**src/rtl/psu_reset_pkg.sv**
```systemverilog
package psu_reset_pkg;

    typedef enum logic [1:0] {
        ST_HOLD = 2'd0,
        ST_WAIT = 2'd1,
        ST_RUN  = 2'd2
    } rst_state_e;

    localparam int STAT_POR_BIT = 0;
    localparam int STAT_LOW_BIT = 1;
    localparam int STAT_RST_BIT = 2;

endpackage

```
**src/rtl/psu_flag_sync.sv**
```systemverilog
module psu_flag_sync #(
    parameter int WIDTH  = 2,
    parameter int STAGES = 2
) (
    input  logic             clk,
    input  logic             rst_n,
    input  logic [WIDTH-1:0] async_i,
    output logic [WIDTH-1:0] sync_o
);
    typedef struct packed {
        logic [STAGES-1:0][WIDTH-1:0] pipe;
    } sync_t;

    sync_t s_d, s_q;

    always_comb begin
        s_d = s_q;
        s_d.pipe[0] = async_i;
        for (int i = 1; i < STAGES; i++) begin
            s_d.pipe[i] = s_q.pipe[i-1];
        end
    end

    always_ff @(posedge clk or negedge rst_n) begin
        if (!rst_n) s_q <= '0;
        else        s_q <= s_d;
    end

    assign sync_o = s_q.pipe[STAGES-1];
endmodule

```
**src/rtl/psu_release_timer.sv**
```systemverilog
module psu_release_timer
    import psu_reset_pkg::*;
#(
    parameter int SHIFT0 = 1,
    parameter int CODE_W = 2,
    localparam int CNT_W = SHIFT0 + (1 << CODE_W)
) (
    input  logic              clk,
    input  logic              rst_n,
    input  logic              sup_ok,
    input  logic              tick_i,
    input  logic [CODE_W-1:0] code_i,
    output logic              pull_o
);
    typedef struct packed {
        rst_state_e       state;
        logic [CNT_W-1:0] cnt;
    } tmr_t;

    tmr_t t_d, t_q;
    logic [CNT_W-1:0] limit;
    logic [CNT_W-1:0] cnt_inc;

    assign limit   = CNT_W'(1) << (SHIFT0 + int'(code_i));
    assign cnt_inc = t_q.cnt + CNT_W'(1);

    always_comb begin
        t_d = t_q;
        unique case (t_q.state)
            ST_HOLD: begin
                t_d.cnt = '0;
                if (sup_ok) t_d.state = ST_WAIT;
            end
            ST_WAIT: begin
                if (!sup_ok) begin
                    t_d.state = ST_HOLD;
                    t_d.cnt   = '0;
                end else if (tick_i) begin
                    if (cnt_inc >= limit) begin
                        t_d.state = ST_RUN;
                        t_d.cnt   = '0;
                    end else begin
                        t_d.cnt = cnt_inc;
                    end
                end
            end
            ST_RUN: begin
                t_d.cnt = '0;
                if (!sup_ok) t_d.state = ST_HOLD;
            end
            default: begin
                t_d.state = ST_HOLD;
                t_d.cnt   = '0;
            end
        endcase
    end

    always_ff @(posedge clk or negedge rst_n) begin
        if (!rst_n) begin
            t_q.state <= ST_HOLD;
            t_q.cnt   <= '0;
        end else begin
            t_q <= t_d;
        end
    end

    assign pull_o = (t_q.state != ST_RUN);

    // a low supply never leads into the released state
    assert_low_keeps_reset_R2: assert property (@(posedge clk) disable iff (!rst_n)
        !sup_ok |=> t_q.state != ST_RUN);

    // release only happens on a sampled tick with good supply
    assert_release_on_tick_R3: assert property (@(posedge clk) disable iff (!rst_n)
        $fell(pull_o) |-> ($past(tick_i) && $past(sup_ok)));

    // a dip while waiting clears the count
    assert_dip_restarts_R4: assert property (@(posedge clk) disable iff (!rst_n)
        (t_q.state == ST_WAIT && !sup_ok) |=> (t_q.state == ST_HOLD && t_q.cnt == '0));
endmodule

```
**src/rtl/psu_reg_port.sv**
```systemverilog
module psu_reg_port
    import psu_reset_pkg::*;
#(
    parameter logic [7:0] DLY_ADDR  = 8'hF1,
    parameter logic [7:0] STAT_ADDR = 8'hF9,
    parameter int         CODE_W    = 2,
    parameter logic [CODE_W-1:0] CODE_RST = '1
) (
    input  logic              clk,
    input  logic              rst_n,
    input  logic              sel_i,
    input  logic              wr_i,
    input  logic [7:0]        addr_i,
    input  logic [CODE_W-1:0] wcode_i,
    input  logic              st_por_i,
    input  logic              st_low_i,
    input  logic              st_rst_i,
    output logic [7:0]        rdata_o,
    output logic [CODE_W-1:0] code_o
);
    typedef struct packed {
        logic [CODE_W-1:0] code;
    } regs_t;

    regs_t r_d, r_q;
    logic  wr_dly;
    logic  [7:0] status;

    assign wr_dly = sel_i && wr_i && (addr_i == DLY_ADDR);

    always_comb begin
        r_d = r_q;
        if (wr_dly) r_d.code = wcode_i;
    end

    always_ff @(posedge clk or negedge rst_n) begin
        if (!rst_n) r_q.code <= CODE_RST;
        else        r_q <= r_d;
    end

    always_comb begin
        status = '0;
        status[STAT_POR_BIT] = st_por_i;
        status[STAT_LOW_BIT] = st_low_i;
        status[STAT_RST_BIT] = st_rst_i;
        rdata_o = '0;
        if (sel_i && !wr_i) begin
            if (addr_i == DLY_ADDR)       rdata_o = 8'(r_q.code);
            else if (addr_i == STAT_ADDR) rdata_o = status;
        end
    end

    assign code_o = r_q.code;

    // a delay write is stored
    assert_delay_write_R7: assert property (@(posedge clk) disable iff (!rst_n)
        wr_dly |=> code_o == $past(wcode_i));

    // other writes leave the delay code alone
    assert_other_write_R8: assert property (@(posedge clk) disable iff (!rst_n)
        (sel_i && wr_i && addr_i != DLY_ADDR) |=> $stable(code_o));

    // unused status bits stay zero
    assert_status_unused_R6: assert property (@(posedge clk) disable iff (!rst_n)
        (sel_i && !wr_i && addr_i == STAT_ADDR) |-> rdata_o[7:3] == 5'd0);
endmodule

```
**src/rtl/psu_reset_gen.sv**
```systemverilog
module psu_reset_gen #(
    parameter logic [7:0] DLY_ADDR  = 8'hF1,
    parameter logic [7:0] STAT_ADDR = 8'hF9,
    parameter int         SHIFT0    = 1,
    parameter int         SYNC_STG  = 2
) (
    input  logic       clk,
    input  logic       rst_n,
    input  logic       supply_ok_i,
    input  logic       por_ok_i,
    input  logic       tick_i,
    input  logic       bus_sel_i,
    input  logic       bus_wr_i,
    input  logic [7:0] bus_addr_i,
    input  logic [7:0] bus_wdata_i,
    output logic [7:0] bus_rdata_o,
    output logic       rst_pull_o
);
    localparam int CODE_W = 2;
    localparam int NFLAG  = 2;

    logic [NFLAG-1:0]  flags_sync;
    logic [CODE_W-1:0] code;
    logic              pull;
    logic              unused_wdata;

    assign unused_wdata = ^bus_wdata_i[7:CODE_W];

    psu_flag_sync #(.WIDTH(NFLAG), .STAGES(SYNC_STG)) u_sync (
        .clk     (clk),
        .rst_n   (rst_n),
        .async_i ({por_ok_i, supply_ok_i}),
        .sync_o  (flags_sync)
    );

    psu_release_timer #(.SHIFT0(SHIFT0), .CODE_W(CODE_W)) u_timer (
        .clk    (clk),
        .rst_n  (rst_n),
        .sup_ok (flags_sync[0]),
        .tick_i (tick_i),
        .code_i (code),
        .pull_o (pull)
    );

    psu_reg_port #(.DLY_ADDR(DLY_ADDR), .STAT_ADDR(STAT_ADDR), .CODE_W(CODE_W)) u_regs (
        .clk      (clk),
        .rst_n    (rst_n),
        .sel_i    (bus_sel_i),
        .wr_i     (bus_wr_i),
        .addr_i   (bus_addr_i),
        .wcode_i  (bus_wdata_i[CODE_W-1:0]),
        .st_por_i (~flags_sync[1]),
        .st_low_i (~flags_sync[0]),
        .st_rst_i (pull),
        .rdata_o  (bus_rdata_o),
        .code_o   (code)
    );

    assign rst_pull_o = pull;

    // leaving block reset, reset is pulled and the default code is loaded
    assert_reset_state_R1: assert property (@(posedge clk) disable iff (!rst_n)
        $rose(rst_n) |-> (rst_pull_o && code == '1));
endmodule

```
**config.mk**
```make
export PLATFORM = sky130hd
export DESIGN_NAME = psu_reset_gen
export DESIGN_NICKNAME = d
export VERILOG_FILES = /design/src/rtl/psu_reset_pkg.sv /design/src/rtl/psu_flag_sync.sv /design/src/rtl/psu_release_timer.sv /design/src/rtl/psu_reg_port.sv /design/src/rtl/psu_reset_gen.sv
export SDC_FILE = /design/constraint.sdc
export NUM_CORES = 1
export LEC_CHECK = 0
export BUFFER_PORTS_ARGS = -buffer_cell sky130_fd_sc_hd__buf_2
export CAP_MARGIN = 15
export CORE_MARGIN = 5
export CORE_UTILIZATION = 50
export CTS_CLUSTER_DIAMETER = 30
export DETAILED_ROUTE_END_ITERATION = 10
export GPL_ROUTABILITY_DRIVEN = 0
export PLACE_DENSITY = 0.85
export SLEW_MARGIN = 20
export SYNTH_ARGS = -nofsm -noshare
export SYNTH_HDL_FRONTEND = slang
export SYNTH_SLANG_ARGS = --single-unit
```
**constraint.sdc**
```tcl
create_clock -name clk -period 3.25 [get_ports clk]
set_clock_uncertainty 0.2 [all_clocks]
set_input_delay 0.65 -clock clk [delete_from_list [all_inputs] [get_ports clk]]
set_output_delay 0.65 -clock clk [all_outputs]
set_load 0.005 [all_outputs]
```
**Yosys cells after proc, flatten, opt, wreduce, memory -nomap -nowiden**

Cells that the tools add are included.

- Flip-flop bits (word level): 13
- Bits of input ports: 23
- Output and inout bits: 9
- Word-level logic and storage cells: 36

- Add/subtract/negate cells: 2
- Magnitude comparators: 1
- Eq/ne operators: 9
- Shift operators: 1
- Mux-type cells: 10
- Bitwise operators: 2
- Reductions and logical operators: 6

Operators with widths:

| kind | count |
|---|---|
| 1-bit by 32-bit left shift with 5-bit output (first input constant) | 1 |
| 7-bit one-hot mux with 3 select lines | 1 |
| 8-bit equality test (second input constant) | 2 |
| 8-bit two-way mux | 2 |
| 7-bit two-way mux | 2 |
| 2-bit two-way mux | 3 |
| 2-bit inequality test (second input constant) | 3 |
| 5-bit by 1-bit adder with 5-bit output (second input constant) | 1 |
| 5-bit >= comparator | 1 |
| 5-bit two-way mux | 1 |
| 4-bit AND reduction | 1 |
| 1-bit by 2-bit adder with 3-bit output (first input constant) | 1 |
| 1-bit logical AND | 3 |
| 3-bit two-way mux | 1 |
| 3-bit by 2-bit inequality test with 1-bit output (second input constant) | 1 |
| 3-bit inequality test (second input constant) | 1 |
| 2-bit by 1-bit equality test with 1-bit output (second input constant) | 1 |
| 2-bit equality test (second input constant) | 1 |
| 2-bit zero test | 1 |
| 1-bit inverter | 2 |
| 1-bit zero test | 1 |

**Logic depth before layout (Yosys ltp)**

- Depth in word-level cells: 7
- Mapped depth: 8
- Gate-level depth less buffers: 8

**Cells and area by module**

From an unflattened synthesis, not the netlist that was laid out.

- Cells, all modules: 81
- Area total of the unflattened synthesis: 865.8 um2

Modules (own cells, without submodules):

| module | times used | cells an instance | area an instance (um2) | seq. area each (um2) |
|---|---|---|---|---|
| psu_release_timer | 1 | 55 | 535.5 | 175.2 |
| psu_reg_port | 1 | 20 | 222.7 | 52.6 |
| psu_flag_sync | 1 | 4 | 100.1 | 100.1 |
| psu_reset_gen | 1 | 2 | 7.5 | 0.0 |

**Worst setup path after synthesis**

Ideal clock, no wire load.

- Kind: input to output
- Start: in bus_addr_i[1]
- End: out bus_rdata_o[1]
- Data arrival time: 1.770 ns
- Required time: 2.400 ns
- Setup slack: 0.630 ns
- Stages: 4
- Buffers on the path: 0
- Path through: nand4b_1 > or4b_4 > or2_4 > a211oi_2

- Word-level cells in the longest chain between the ends: 4
- Elaborated cells between the ends (all ways): 5
- Those cells by class: eq/ne: 2; mux: 3

Ends and longest elaborated chain:

| item | RTL line | RTL |
|---|---|---|
| from (decl) | psu_reset_gen.sv:14 | `input logic [7:0] bus_addr_i,` |
| 8-bit equality test | psu_reg_port.sv:49 | `else if (addr_i == STAT_ADDR) rdata_o = status;` |
| 3-bit two-way mux | psu_reg_port.sv:49 |  |
| 8-bit two-way mux (*) | psu_reg_port.sv:48 | `if (addr_i == DLY_ADDR) rdata_o = 8'(r_q.code);` |
| 8-bit two-way mux (*) | psu_reg_port.sv:47 | `if (sel_i && !wr_i) begin` |
| to (decl) | psu_reset_gen.sv:16 | `output logic [7:0] bus_rdata_o,` |

Mark *: on every way between the ends. The rest lies on a longest branch, timed or not.

**Worst setup path after layout**

Same ends and word-level chain as after synthesis.

==> flow_summary_export.csv <==
group,metric,value,unit
clock_tree,cts_max_level,1,
floorplan,die_h,49.6,µm
power,p_int,0.262,mW
floorplan,die_w,49.6,µm
floorplan,core_area,1490,µm²
clock_tree,clock-sinks,13,
clock_tree,root_buffer,"clkbuf_4",
grt,grt_pass1_wl,2.64,mm
sta,fin_crit_sh,89.3,%
floorplan,fp-row-count,14,
critical_path,crit_fanout,3,
floorplan,start_util,52.6,%
route,viasPerCell,5.22,
synth,syn_avg_cell_area,10.6,µm²
route,post_drt_wl_per_cell,13.6,µm
grt,grt_usage,13.2,%
critical_path,reg2regPathDepth,8,
critical_path,startpoint_type,"input port",
synth,synth-seq-area-share,41.9,%
power,leakage,0.468,nW
synth,ys_seq_elements,13,
critical_path,required,2400,ps
sta,fin_setup_tns,0,ps
clock_tree,postCtsSetupBuffers,0,
clock_tree,post_cts_resized,0,
critical_path,rr_startpoint,"u_timer.t_q[0]",
route,firstDrtPassIters,3,
route,drc,0,
power,p_total,0.373,mW
critical_path,reg2reg_to,"u_timer.t_q[2]",
worst_hold_path,holdCritPathClass,"input port to asynchronous set/reset pin",
critical_path,critical_path_class,"input port to primary output",
power,power.density,410,nW/µm²
place,port_buffers,20,
route,drtIter0Drc,12,
clock_tree,clkLatencyLatePin,280,ps
status,outcome,"finished, final reports clean",
grt,antenna_found_initial,0,
final_layout,final_layout_size_suffix_gt1_share,32.7,%
critical_path,endpoint_kind,"primary output",
power,combPwrFrac,21.4,%
sta,rsz0062_at_grt,"no",
grt,grt_overflow,0,
synth,yosysWarnings,0,
sta,drv_slew,0,
grt,grt_max_degree,14,
final_layout,mostFrequentLayoutCell,"buf_2",
clock_tree,cts_tree,"built",
sta,finalHoldViolations,0,
synth,netlist_area,783,µm²
sta,max_freq,0.344,GHz
final_layout,syn_to_final_growth,16.3,%
critical_path,ff2ff_setup_slack,730,ps
synth,netlist_instances,74,
power,p_sw,0.111,mW
route,final_antenna_net_count,0,
clock_tree,clk_pin_slew_worst_paths,80,ps
grt,grt_pass1_vias,618,
place,hpwl,1.24,mm
final_layout,antenna_cells,0,
route,vias,595,
sta,period_minus_slack,2900,ps
final_layout,fin_nets,128,
power,p_seq_share,51.7,%
sta,setup_viol,0,
power,vdd_drop_max,0.253,mV
flow_run,max-cap-violations,0,
clock_tree,ctsHoldBuffers,0,
route,routed_wl,1.55,mm
power,pwr-share-clk,26.9,%
clock_tree,cts_buffer_depth,2,
synth,ys_types,31,
clock_tree,numCtsBuffers,3,
power,p_sw_share,29.7,%
floorplan,dieArea,2460,µm²
final_layout,final_cell_mix,"buf_2 (20), dfrtp_1 (11), nand2_1 (8), ha_1 (6), conb_1 (6)",
critical_path,crit_arrival,2050,ps
floorplan,pin_count,32,
## worst max-delay path, cell delays in order
cell and delay [ps]:
buf_2 90, nand4b_1 170, or4b_4 540, or2_4 260, a211oi_2 200, buf_2 140
## state kept, by name (all words and copies together), names as in the netlist
signal,flops
u_sync.sync_o,2
u_sync.s_d,2
u_regs.code_o,2
u_timer.t_q,7
## power groups by stage
stage	Combinational [mW]	Clock [mW]	Sequential, mW
floorplan	0.0582	0	0.191
global placement	0.0757	0	0.194
detailed placement	0.0787	0	0.195
CTS	0.0795	0.102	0.192
global route	0.0923	0.109	0.196
finish	0.0800	0.100	0.193
## metal layers
metal | track usage [%] | share of wire [%] | vias up
li1 | - | - | 300
met4 | 3.06 | 0 | 0
met3 | 3.31 | 4.8 | 0
met1 | 16.1 | 40 | 279
met5 | 0 | 0 | -
met2 | 23.1 | 55 | 16
## worst max path at each step
stage,cells after the start,start,to,slack (ps)
floorplan,4,bus_addr_i[1],bus_rdata_o[1],630
detailed placement,6,bus_addr_i[1],bus_rdata_o[1],340
CTS,6,bus_addr_i[1],bus_rdata_o[1],340
global placement,6,bus_addr_i[1],bus_rdata_o[1],380
finish,6,bus_addr_i[1],bus_rdata_o[1],350
global route,6,bus_addr_i[1],bus_rdata_o[1],300
## per-stage QoR
| step | hold slack, ps | utilization, % | std cells | setup WS, ps | cell area (µm²) |
|---|---|---|---|---|---|
| finish | 40.9 | 61.2 | 114 | 346 | 911 |
| global route | 50.6 | 61.2 | 114 | 304 | 911 |
| CTS | 51.1 | 61.2 | 114 | 341 | 911 |
| detailed placement | 144 | 59.4 | 110 | 343 | 885 |
| global placement | 135 | 59.4 | 110 | 379 | 885 |
| floorplan | 131 | - | 79 | 630 | 802 |
## cell families after synthesis
logic type	share of synthesized area, %
AO/OA/AOI/OAI	10.4
XOR/XNOR	3.36
adder cells (fa/ha/maj)	9.58
buffers and inverters	6.23
flip-flops	41.9
multiplexers	4.15
other	0.479
AND/OR/NAND/NOR	24.0
## layout make-up
cell class	instances	area, µm²
Fill cell	117	578
Multi-Input combinational cell	58	425
Sequential cell	13	328
Timing Repair Buffer	20	100
Clock buffer	4	26.3
Tap cell	16	20.0
Inverter	3	11.3
## cell usage after synthesis
cell type  instances  share of area, %
xnor2_1            2               2.2
a22o_1             4               4.5
and4bb_2           1               1.6
o21ai_0            1              0.64
o311ai_1           1               1.1
nor2_1             5               2.4
inv_1              3               1.4
and3b_1            2               2.2
nand3_1            3               1.9
nor4_2             1               1.6
nand2_1            8               3.8
mux2_1             2               2.9
a211oi_2           1               1.6
mux2i_1            1               1.3
buf_4              5               4.8
or2_2              1              0.80
or2_1              1              0.80
xor2_1             1               1.1
dfrtp_1           11                35
nand2b_1           2               1.6
nor2b_1            1              0.80
nor3b_2            1               1.6
or3_1              1              0.80
ha_1               6               9.6
nand4b_1           1               1.1
a32o_1             1               1.3
dfstp_2            2               6.7
conb_1             1              0.48
or2_4              1               1.1
or4b_4             1               1.8
a21oi_1            2               1.3
No activity file was read; power rests on OpenSTA's default activity.
